$ cat src/rtl/pinned_lru_pkg.sv
package pinned_lru_pkg;
  localparam int WAYS = 4;
  typedef logic [1:0] way_t;
  typedef logic [WAYS-1:0][1:0] rank_vec_t;

  // rank 0 = least recent, rank WAYS-1 = most recent
  function automatic rank_vec_t rank_init();
    rank_vec_t r;
    for (int w = 0; w < WAYS; w++) r[w] = 2'(w);
    return r;
  endfunction
endpackage

$ cat src/rtl/lru_tag_match.sv
module lru_tag_match
  import pinned_lru_pkg::*;
#(
  parameter int TAG_W = 8
) (
  input  logic [WAYS-1:0][TAG_W-1:0] tags_i,
  input  logic [WAYS-1:0]            valid_i,
  input  logic [TAG_W-1:0]           tag_i,
  output logic                       hit_o,
  output way_t                       way_o
);
  always_comb begin
    hit_o = 1'b0;
    way_o = '0;
    for (int w = WAYS - 1; w >= 0; w--) begin
      if (valid_i[w] && tags_i[w] == tag_i) begin
        hit_o = 1'b1;
        way_o = 2'(w);
      end
    end
  end
endmodule

$ cat src/rtl/lru_victim_walk.sv
module lru_victim_walk
  import pinned_lru_pkg::*;
(
  input  rank_vec_t       rank_i,
  input  logic [WAYS-1:0] pinned_i,
  output logic            found_o,
  output way_t            way_o
);
  // outer loop walks recency from least recent upward
  always_comb begin
    found_o = 1'b0;
    way_o   = '0;
    for (int k = 0; k < WAYS; k++) begin
      for (int w = 0; w < WAYS; w++) begin
        if (!found_o && rank_i[w] == 2'(k) && !pinned_i[w]) begin
          found_o = 1'b1;
          way_o   = 2'(w);
        end
      end
    end
  end
endmodule

$ cat src/rtl/lru_promote.sv
module lru_promote
  import pinned_lru_pkg::*;
(
  input  rank_vec_t rank_i,
  input  way_t      way_i,
  output rank_vec_t rank_o
);
  for (genvar w = 0; w < WAYS; w++) begin : g_way
    always_comb begin
      if (way_t'(w) == way_i)            rank_o[w] = 2'(WAYS - 1);
      else if (rank_i[w] > rank_i[way_i]) rank_o[w] = rank_i[w] - 2'd1;
      else                               rank_o[w] = rank_i[w];
    end
  end
endmodule

$ cat src/rtl/pinned_lru_tagctl.sv
module pinned_lru_tagctl
  import pinned_lru_pkg::*;
#(
  parameter int ADDR_W = 16,
  parameter int SET_W  = 4,
  parameter int OFF_W  = 4,
  localparam int TAG_W = ADDR_W - SET_W - OFF_W
) (
  input  logic              clk_i,
  input  logic              rst_ni,
  input  logic [ADDR_W-1:0] pin_bound_i,
  input  logic              inval_all_i,
  input  logic              lookup_valid_i,
  input  logic              lookup_write_i,
  input  logic [ADDR_W-1:0] lookup_addr_i,
  input  logic              fill_valid_i,
  input  logic [ADDR_W-1:0] fill_addr_i,
  input  logic              clean_valid_i,
  input  logic [ADDR_W-1:0] clean_addr_i,
  output logic              resp_valid_o,
  output logic              resp_hit_o,
  output logic              resp_fault_o,
  output logic [1:0]        resp_way_o,
  output logic [ADDR_W-1:0] fault_addr_o,
  output logic              fill_done_o,
  output logic              fill_err_o,
  output logic [1:0]        fill_way_o,
  output logic              fill_old_valid_o,
  output logic [TAG_W-1:0]  fill_old_tag_o,
  output logic              fill_old_dirty_o,
  output logic              clean_done_o,
  output logic              clean_hit_o,
  output logic              clean_was_dirty_o
);
  localparam int SETS = 1 << SET_W;

  logic [WAYS-1:0][TAG_W-1:0] tag_q   [SETS];
  logic [WAYS-1:0]            valid_q [SETS];
  logic [WAYS-1:0]            dirty_q [SETS];
  rank_vec_t                  rank_q  [SETS];

  logic do_inval, do_fill, do_clean, do_look;
  assign do_inval = inval_all_i;
  assign do_fill  = !do_inval && fill_valid_i;
  assign do_clean = !do_inval && !fill_valid_i && clean_valid_i;
  assign do_look  = !do_inval && !fill_valid_i && !clean_valid_i && lookup_valid_i;

  logic [ADDR_W-1:0] cmd_addr;
  always_comb begin
    if (fill_valid_i)       cmd_addr = fill_addr_i;
    else if (clean_valid_i) cmd_addr = clean_addr_i;
    else                    cmd_addr = lookup_addr_i;
  end

  logic [SET_W-1:0] sel_set;
  logic [TAG_W-1:0] sel_tag;
  assign sel_set = cmd_addr[OFF_W +: SET_W];
  assign sel_tag = cmd_addr[ADDR_W-1 -: TAG_W];

  logic [WAYS-1:0][TAG_W-1:0] set_tags;
  logic [WAYS-1:0]            set_valid, set_dirty, pinned;
  rank_vec_t                  set_rank, new_rank;
  assign set_tags  = tag_q[sel_set];
  assign set_valid = valid_q[sel_set];
  assign set_dirty = dirty_q[sel_set];
  assign set_rank  = rank_q[sel_set];

  for (genvar w = 0; w < WAYS; w++) begin : g_pin
    assign pinned[w] = set_valid[w] &&
                       ({set_tags[w], sel_set, {OFF_W{1'b0}}} < pin_bound_i);
  end

  logic hit, vic_found, fill_ok;
  way_t hit_way, vic_way, fill_way, upd_way;

  lru_tag_match #(.TAG_W(TAG_W)) u_match (
    .tags_i (set_tags),
    .valid_i(set_valid),
    .tag_i  (sel_tag),
    .hit_o  (hit),
    .way_o  (hit_way)
  );

  lru_victim_walk u_walk (
    .rank_i  (set_rank),
    .pinned_i(pinned),
    .found_o (vic_found),
    .way_o   (vic_way)
  );

  assign fill_way = hit ? hit_way : vic_way;
  assign fill_ok  = hit || vic_found;
  assign upd_way  = do_fill ? fill_way : hit_way;

  lru_promote u_prom (
    .rank_i(set_rank),
    .way_i (upd_way),
    .rank_o(new_rank)
  );

  always_ff @(posedge clk_i or negedge rst_ni) begin
    if (!rst_ni) begin
      for (int s = 0; s < SETS; s++) begin
        tag_q[s]   <= '0;
        valid_q[s] <= '0;
        dirty_q[s] <= '0;
        rank_q[s]  <= rank_init();
      end
    end else if (do_inval) begin
      for (int s = 0; s < SETS; s++) begin
        valid_q[s] <= '0;
        dirty_q[s] <= '0;
        rank_q[s]  <= rank_init();
      end
    end else if (do_fill && fill_ok) begin
      tag_q[sel_set][fill_way]   <= sel_tag;
      valid_q[sel_set][fill_way] <= 1'b1;
      dirty_q[sel_set][fill_way] <= 1'b0;
      rank_q[sel_set]            <= new_rank;
    end else if (do_clean && hit) begin
      dirty_q[sel_set][hit_way] <= 1'b0;
    end else if (do_look && hit) begin
      rank_q[sel_set] <= new_rank;
      if (lookup_write_i) dirty_q[sel_set][hit_way] <= 1'b1;
    end
  end

  always_ff @(posedge clk_i or negedge rst_ni) begin
    if (!rst_ni) begin
      resp_valid_o      <= 1'b0;
      resp_hit_o        <= 1'b0;
      resp_fault_o      <= 1'b0;
      resp_way_o        <= '0;
      fault_addr_o      <= '0;
      fill_done_o       <= 1'b0;
      fill_err_o        <= 1'b0;
      fill_way_o        <= '0;
      fill_old_valid_o  <= 1'b0;
      fill_old_tag_o    <= '0;
      fill_old_dirty_o  <= 1'b0;
      clean_done_o      <= 1'b0;
      clean_hit_o       <= 1'b0;
      clean_was_dirty_o <= 1'b0;
    end else begin
      resp_valid_o      <= do_look;
      resp_hit_o        <= do_look && hit;
      resp_fault_o      <= do_look && !hit;
      resp_way_o        <= hit_way;
      fault_addr_o      <= lookup_addr_i;
      fill_done_o       <= do_fill && fill_ok;
      fill_err_o        <= do_fill && !fill_ok;
      fill_way_o        <= fill_way;
      fill_old_valid_o  <= set_valid[fill_way];
      fill_old_tag_o    <= set_tags[fill_way];
      fill_old_dirty_o  <= set_dirty[fill_way];
      clean_done_o      <= do_clean;
      clean_hit_o       <= do_clean && hit;
      clean_was_dirty_o <= do_clean && hit && set_dirty[hit_way];
    end
  end
endmodule

$ cat config.mk
export PLATFORM = sky130hd
export DESIGN_NAME = pinned_lru_tagctl
export DESIGN_NICKNAME = d
export VERILOG_FILES = /design/src/rtl/pinned_lru_pkg.sv /design/src/rtl/lru_tag_match.sv /design/src/rtl/lru_victim_walk.sv /design/src/rtl/lru_promote.sv /design/src/rtl/pinned_lru_tagctl.sv
export SDC_FILE = /design/constraint.sdc
export NUM_CORES = 2
export LEC_CHECK = 0
export ABC_AREA = 0
export BUFFER_PORTS_ARGS = -buffer_cell sky130_fd_sc_hd__buf_2
export CAP_MARGIN = 20
export CORE_UTILIZATION = 39
export DETAILED_ROUTE_END_ITERATION = 6
export SLEW_MARGIN = 40
export SYNTH_ARGS = -nofsm -noshare
export SYNTH_HDL_FRONTEND = slang
export SYNTH_SLANG_ARGS = --single-unit
$ cat constraint.sdc
create_clock -name clk_i -period 8.95 [get_ports clk_i]
set_clock_uncertainty 0.1 [all_clocks]
set_input_delay 0.4475 -clock clk_i [delete_from_list [all_inputs] [get_ports clk_i]]
set_output_delay 0.4475 -clock clk_i [all_outputs]
set_load 0.05 [all_outputs]
## Word-level counts from Yosys, hierarchy flattened

Index checks and enable logic that the tools add are counted.

| storage, ports and cells | value |
|---|---|
| register bits | 806 |
| input port bits | 71 |
| output and inout bits | 38 |
| logic and storage cells | 411 |

| cells by class | value |
|---|---|
| add/subtract/negate cells | 4 |
| magnitude comparators | 15 |
| eq/ne operators | 20 |
| mux-type cells | 100 |
| bitwise logic cells | 8 |
| reduce and logical (&&, ||, !) cells | 90 |

Operators with widths:

| operator | number |
|---|---|
| $bwmux 512 | 1 |
| $mux 128 | 4 |
| $mux 64 | 7 |
| $and 64x64->64 | 2 |
| $bmux 32 s4 | 1 |
| $bwmux 128 | 1 |
| $demux 32 s4 | 1 |
| $not 64->64 | 2 |
| $or 64x64->64 | 2 |
| $mux 32 | 3 |
| $lt 16x16->1 | 4 |
| $mux 2 | 29 |
| $logic_and 1x1->1 | 53 |
| $mux 8 | 5 |
| $bmux 4 s4 | 2 |
| $bmux 8 s4 | 1 |
| $demux 4 s4 | 2 |
| $demux 8 s4 | 1 |
| $eq 8x8->1 | 4 |
| $mux 16 | 2 |
| $mux 1 | 26 |
| $logic_not 1->1 | 24 |
| $mux 4 | 6 |
| $bmux 8 s2 | 1 |
| other kinds (23) | 53 |

## Depth between registers and ports, before layout

| depth | value |
|---|---|
| depth in word-level cells | 83 |
| depth in mapped cells | 40 |

## Modules after synthesis

From an unflattened synthesis, not the netlist that was laid out.

| second synthesis, totals | value |
|---|---|
| cell total of the unflattened synthesis | 4,549 |
| area, all modules | 39,374.0 um^2 |

Modules (own cells, without submodules):

| module | instances | cells an instance | area each (um^2) |
|---|---|---|---|
| pinned_lru_tagctl | 1 | 4,395 | 38,222.9 |
| lru_tag_match | 1 | 63 | 505.5 |
| lru_promote | 1 | 50 | 364.1 |
| lru_victim_walk | 1 | 41 | 281.5 |

## Least setup slack after synthesis

OpenSTA, ideal clock, no wires.

| timing | value |
|---|---|
| kind | input-to-reg |
| from | input port fill_valid_i |
| to | register rank_q[70] (netlist name) |
| setup time | 0.083 ns |
| data arrival time | 8.109 ns |
| setup slack | 0.657 ns |
| stages | 38 |
| path buffers | 11 |
| cells stage by stage | buf_2 > nand2b_1 > o21ai_4 > inv_2 > buf_6 > buf_6 > buf_6 > buf_2 > buf_2 > buf_2 > clkbuf_1 > buf_1 > nor2_1 > a31oi_1 > nand2_1 > and3_1 > a31oi_1 > ha_1 > [2 not listed] > a21oi_1 > o21ai_0 > or2_1 > a221o_1 > o311ai_1 > o21ai_1 > o211ai_2 > and2_4 > buf_4 > a21oi_1 > a21oi_1 > ha_1 > a311oi_1 > a21boi_1 > o21ai_2 > xnor2_2 > buf_6 > o32a_1 |

| between the ends | value |
|---|---|
| cells in the longest elaborated chain, start to end | 82 |
| elaborated cells on any way between the ends | 164 |
| those cells by class | add/sub (1); order compare (7); eq/ne (18); mux (62); bitwise (1); reduce/logical (75) |

Ends and longest elaborated chain:

| element | RTL line | text |
|---|---|---|
| start, declared | pinned_lru_tagctl.sv:16 | `input logic fill_valid_i,` |
| $mux 16 | pinned_lru_tagctl.sv:50 | `if (fill_valid_i) cmd_addr = fill_addr_i;` |
| $not 4->5 (not written as such) | -- |  |
| $bmux 32 s4 | pinned_lru_tagctl.sv:63 | `assign set_tags = tag_q[sel_set];` |
| $mux 32 (not written as such) (2 in series) | pinned_lru_tagctl.sv:63 |  |
| $lt 16x16->1 | pinned_lru_tagctl.sv:70 | `({set_tags[w], sel_set, {OFF_W{1'b0}}} < pin_bound_i);` |
| $logic_and 1x1->1 | pinned_lru_tagctl.sv:69 | `assign pinned[w] = set_valid[w] &&` |
| $logic_not 1->1 | lru_victim_walk.sv:15 | `if (!found_o && rank_i[w] == 2'(k) && !pinned_i[w]) begin` |
| $logic_and 1x1->1 | lru_victim_walk.sv:15 |  |
| [65 not listed] | -- |  |
| $gt 2x2->1 | lru_promote.sv:11 | `else if (rank_i[w] > rank_i[way_i]) rank_o[w] = rank_i[w] - 2'd1;` |
| $mux 2 | lru_promote.sv:11 |  |
| $mux 2 | lru_promote.sv:10 | `if (way_t'(w) == way_i) rank_o[w] = 2'(WAYS - 1);` |
| $bwmux 128 | pinned_lru_tagctl.sv:119, pinned_lru_tagctl.sv:123 |  |
| $mux 128 | pinned_lru_tagctl.sv:122 | `end else if (do_look && hit) begin` |
| $mux 128 | pinned_lru_tagctl.sv:120 | `end else if (do_clean && hit) begin` |
| $mux 128 | pinned_lru_tagctl.sv:115 | `end else if (do_fill && fill_ok) begin` |
| $mux 128 | pinned_lru_tagctl.sv:109 | `end else if (do_inval) begin` |
| end signal, assigned by index | pinned_lru_tagctl.sv:113 | `rank_q[s] <= rank_init();` |
| end signal, assigned by index | pinned_lru_tagctl.sv:119 | `rank_q[sel_set] <= new_rank;` |
| end signal, assigned by index | pinned_lru_tagctl.sv:123 | `rank_q[sel_set] <= new_rank;` |
| end, declared | pinned_lru_tagctl.sv:40 | `rank_vec_t rank_q [SETS];` |

Several ways; a longest one is shown, not always the timed one. The select of a mux whose other input is x is not followed.
A chain may end at the register's enable or synchronous reset.

## Worst setup path in the final report

| timing | value |
|---|---|
| from | input port lookup_addr_i[4] |
| to | register rank_q[58] (netlist name) |

| between the ends | value |
|---|---|
| cells in the longest elaborated chain, start to end | 83 |
| elaborated cells on any way between the ends | 159 |
| those cells by class | add/sub (1); order compare (7); eq/ne (18); mux (63); bitwise (1); reduce/logical (69) |

Ends and longest elaborated chain:

| element | RTL line | text |
|---|---|---|
| start, declared | pinned_lru_tagctl.sv:15 | `input logic [ADDR_W-1:0] lookup_addr_i,` |
| $mux 16 (*) | pinned_lru_tagctl.sv:51 | `else if (clean_valid_i) cmd_addr = clean_addr_i;` |
| $mux 16 (*) | pinned_lru_tagctl.sv:50 |  |
| $not 4->5 (not written as such) | -- |  |
| $bmux 32 s4 | pinned_lru_tagctl.sv:63 |  |
| $mux 32 (not written as such) (2 in series) | pinned_lru_tagctl.sv:63 |  |
| $lt 16x16->1 | pinned_lru_tagctl.sv:70 |  |
| $logic_and 1x1->1 | pinned_lru_tagctl.sv:69 |  |
| $logic_not 1->1 | lru_victim_walk.sv:15 |  |
| [66 not listed] | -- |  |
| $gt 2x2->1 | lru_promote.sv:11 |  |
| $mux 2 | lru_promote.sv:11 |  |
| $mux 2 | lru_promote.sv:10 |  |
| $bwmux 128 | pinned_lru_tagctl.sv:119, pinned_lru_tagctl.sv:123 |  |
| $mux 128 | pinned_lru_tagctl.sv:122 |  |
| $mux 128 | pinned_lru_tagctl.sv:120 |  |
| $mux 128 | pinned_lru_tagctl.sv:115 |  |
| $mux 128 | pinned_lru_tagctl.sv:109 |  |

Every way passes the cells marked *; elsewhere a longest branch is shown, timed or not. The select of a mux whose other input is x is not followed.

==> metrics <==
status completed; Comb pwr share 22.1%; initial antenna violation count 4; Fmax 119.8 MHz; most frequent cells in the layout 753 x nand2_1, 742 x dfrtp_1, 710 x o21ai_0; setup bufs post-CTS 0; Tightest Pin Transition 854.7 ps; Async SR Flop Fraction 100.0%; first-pass GRT wire length 217.7 mm; I/O pin count 109; most common cell after layout, fill and taps aside nand2_1; Final #Nets 4494; clock-pin slew on the worst setup and hold paths 60 ps; Post-synth top flop dfrtp_1; relative slew slack 42.42%; worst path arrival time 8810 ps; Clock Latency Late Sink 690 ps; Die H 327.9 um; pwr dens 227.6 nW/um2; Final Slew Violations 0; vias post-DR 34510; area grow syn2layout 14.54%; CP required 9410 ps; Finish-stage setup viols 0; Net Count, Synth 4413; Worst VDD drop 0.2053 mV; initial core utilization 39.35%; clock buffer depth 3; Congestion Overflow GR 0; Worst path slowest cell o21a_1; Final ANT Viol Nets 0; Lkg Pwr 20.63 nW; Pint 7.352 mW; Psw 3.447 mW; min Tclk post-route 8350 ps; Filler Cell Count 9962; CTS root buffer clkbuf_16; 1st-iter DRT viols 3725; IO Port Bufs 100; Initial DRT Pass Iterations 6; Reg power frac 41.0%; Post-DP HPWL 94.88 mm; Net Sw Frac 31.92%; GR Util All Layers 26.82%; die area 107500 um2; core area 105300 um2; WL per Instance 24.82 um; Seq/Total Area, Yosys 48.88%; Clk pwr share 36.8%; HP Class in2reg; post-synthesis cell type count 90; share of post-route cells with drive strength above 1 15.86%; Fin. Hold Viols 0; CP Max Fanout 52; RSZ-0062 raised after global routing false; number of synthesized flops with an enable pin 0; TritonCTS clock tree yes; area post-placement 44010 um2; Synth Register Bits 806; H-tree levels 3; largest stage delay on the critical path 670 ps; Critical Path Source Type input port; cts bufs inserted 92; Mean Syn Cell Area 9.665 um2; synthesized instance count 4286; largest net degree at the start of global routing 99; DRC Markers 0; drt via density 5.917; Design Area, Final 47450 um2; die width 327.9 um; YS warnings 0; setup_tns 0 ps; period utilisation layout 93.30%; # rows 119; most numerous cell on the critical path a21oi_1; Post-Route WL 144.7 mm; Synth Cell Area 41420 um2; Crit. End Element flip-flop; Setup CP Type in2reg; RD Place Congestion 0.9200; Max Cap Viol 0; CTS Sinks 806; vias in the first global route 33070
[cells by family (layout without fill, tap and decap cells)]
kind of cell	Yosys count	after routing	share of synthesized area, %
compound gates	1312	1312	18.73
xor+xnor	43	43	0.9454
fa+ha+maj	57	57	1.716
buf+inv	452	606	4.688
flops	806	806	48.88
mux	397	397	12.36
other cells	0	1	0
simple gates	1219	1219	12.67
[layer usage]
| metal | routed length [um] | vias up | global-route usage (%) | share of wire [%] |
|---|---|---|---|---|
| li1 | - | 15390 | - | - |
| met1 | 63270 | 17310 | 38.32 | 44 |
| met2 | 64050 | 1529 | 40.51 | 44 |
| met3 | 13020 | 275 | 5.749 | 9.0 |
| met4 | 4377 | 2 | 8.381 | 3.0 |
| met5 | 11 | - | 0 | 0.0076 |
[cell type report]
type / instances / area, um2 / share of cell area, %
clock inverter: 38 / 535.5 / 1.129
clock buffer: 129 / 2644 / 5.572
timing repair buffer: 312 / 2376 / 5.008
tap: 1391 / 1740 / 3.668
antenna: 1 / 2.502 / 0.005274
multi-input combinational: 3028 / 19400 / 40.89
inverter: 127 / 496.7 / 1.047
sequential: 806 / 20250 / 42.68
[critical path: cells and delay by family]
family | cells | cell delay (ps)
AO/OA/AOI/OAI | 16 | 4210
adder cells (fa/ha/maj) | 2 | 690
buffers and inverters | 5 | 1420
multiplexers | 2 | 820
AND/OR/NAND/NOR | 6 | 1150
[power by group through the flow]
stage               clock, mW  combinational (mW)  sequential, mW
floorplan                   0                1.44            4.52
global placement            0                2.28            4.47
detailed placement          0                2.34            4.49
CTS                      4.04                2.35            4.42
global route             4.16                2.60            4.49
finish                   3.98                2.39            4.43
[repair_timing]
item | 4_1_cts | 5_1_grt
hold buffers | 17 | 0
endpoints found under the hold margin | 110 | 0
resized for setup | 0 | 0
[worst paths after layout]
path	from	to	slack (ps)	cells after the start
min in group asynchronous	rst_ni	fault_addr_o[12]	150	2
max	lookup_addr_i[4]	rank_q[58]	600	31
max in group asynchronous	rst_ni	tag_q[107]	6540	5
min reg2reg	tag_q[8]	tag_q[8]	370	2
max reg2reg	tag_q[293]	rank_q[58]	1840	27
min	lookup_valid_i	resp_valid_o	20	2
[synth_stat cells (all sizes together), types with 9 or more instances]
cell / number / share of area [%]
o22ai: 9 / 0.14
or3: 16 / 0.24
mux4: 85 / 4.6
and2: 62 / 0.94
o211ai: 64 / 1.2
a221oi: 26 / 0.56
and3: 13 / 0.20
o2111ai: 30 / 0.63
o21a: 14 / 0.25
a31oi: 28 / 0.42
a21oi: 222 / 2.7
nor3: 51 / 0.65
nand3: 96 / 1.2
ha: 56 / 1.7
a21o: 19 / 0.34
nor2: 167 / 1.5
o22a: 9 / 0.19
o32a: 16 / 0.39
dfstp: 64 / 4.1
a221o: 12 / 0.29
mux2: 50 / 1.4
clkbuf: 229 / 2.1
nand2: 754 / 6.9
dfrtp: 742 / 45
a22oi: 41 / 0.74
a211oi: 23 / 0.43
buf: 96 / 1.5
xnor2: 43 / 0.95
nand4: 16 / 0.24
inv: 127 / 1.2
o21ai: 728 / 8.8
mux2i: 262 / 6.4
[sequential cells by signal, summed over array words and instances (netlist names), 2 cells and up]
signal / cells
valid_q: 64
fill_way_o: 2
tag_q: 512
fault_addr_o: 16
dirty_q: 64
fill_old_tag_o: 8
resp_way_o: 2
rank_q: 128
[metrics by stage]
stage          hold WS [ps]  total power [mW]  util [%]  setup slack, ps  std cells
6_report              19.39             10.80     45.07            599.7       5832
3_5_place_dp          361.7             6.822     41.81            479.2       5645
4_1_cts               7.766             10.81     44.99            761.2       5829
3_3_place_gp          353.7             6.752     41.67            516.2       5643
5_1_grt               16.60             11.25     45.07            203.9       5831
2_1_floorplan         51.91             5.958         -            657.3       4286
(Power assumes the default switching activity.)
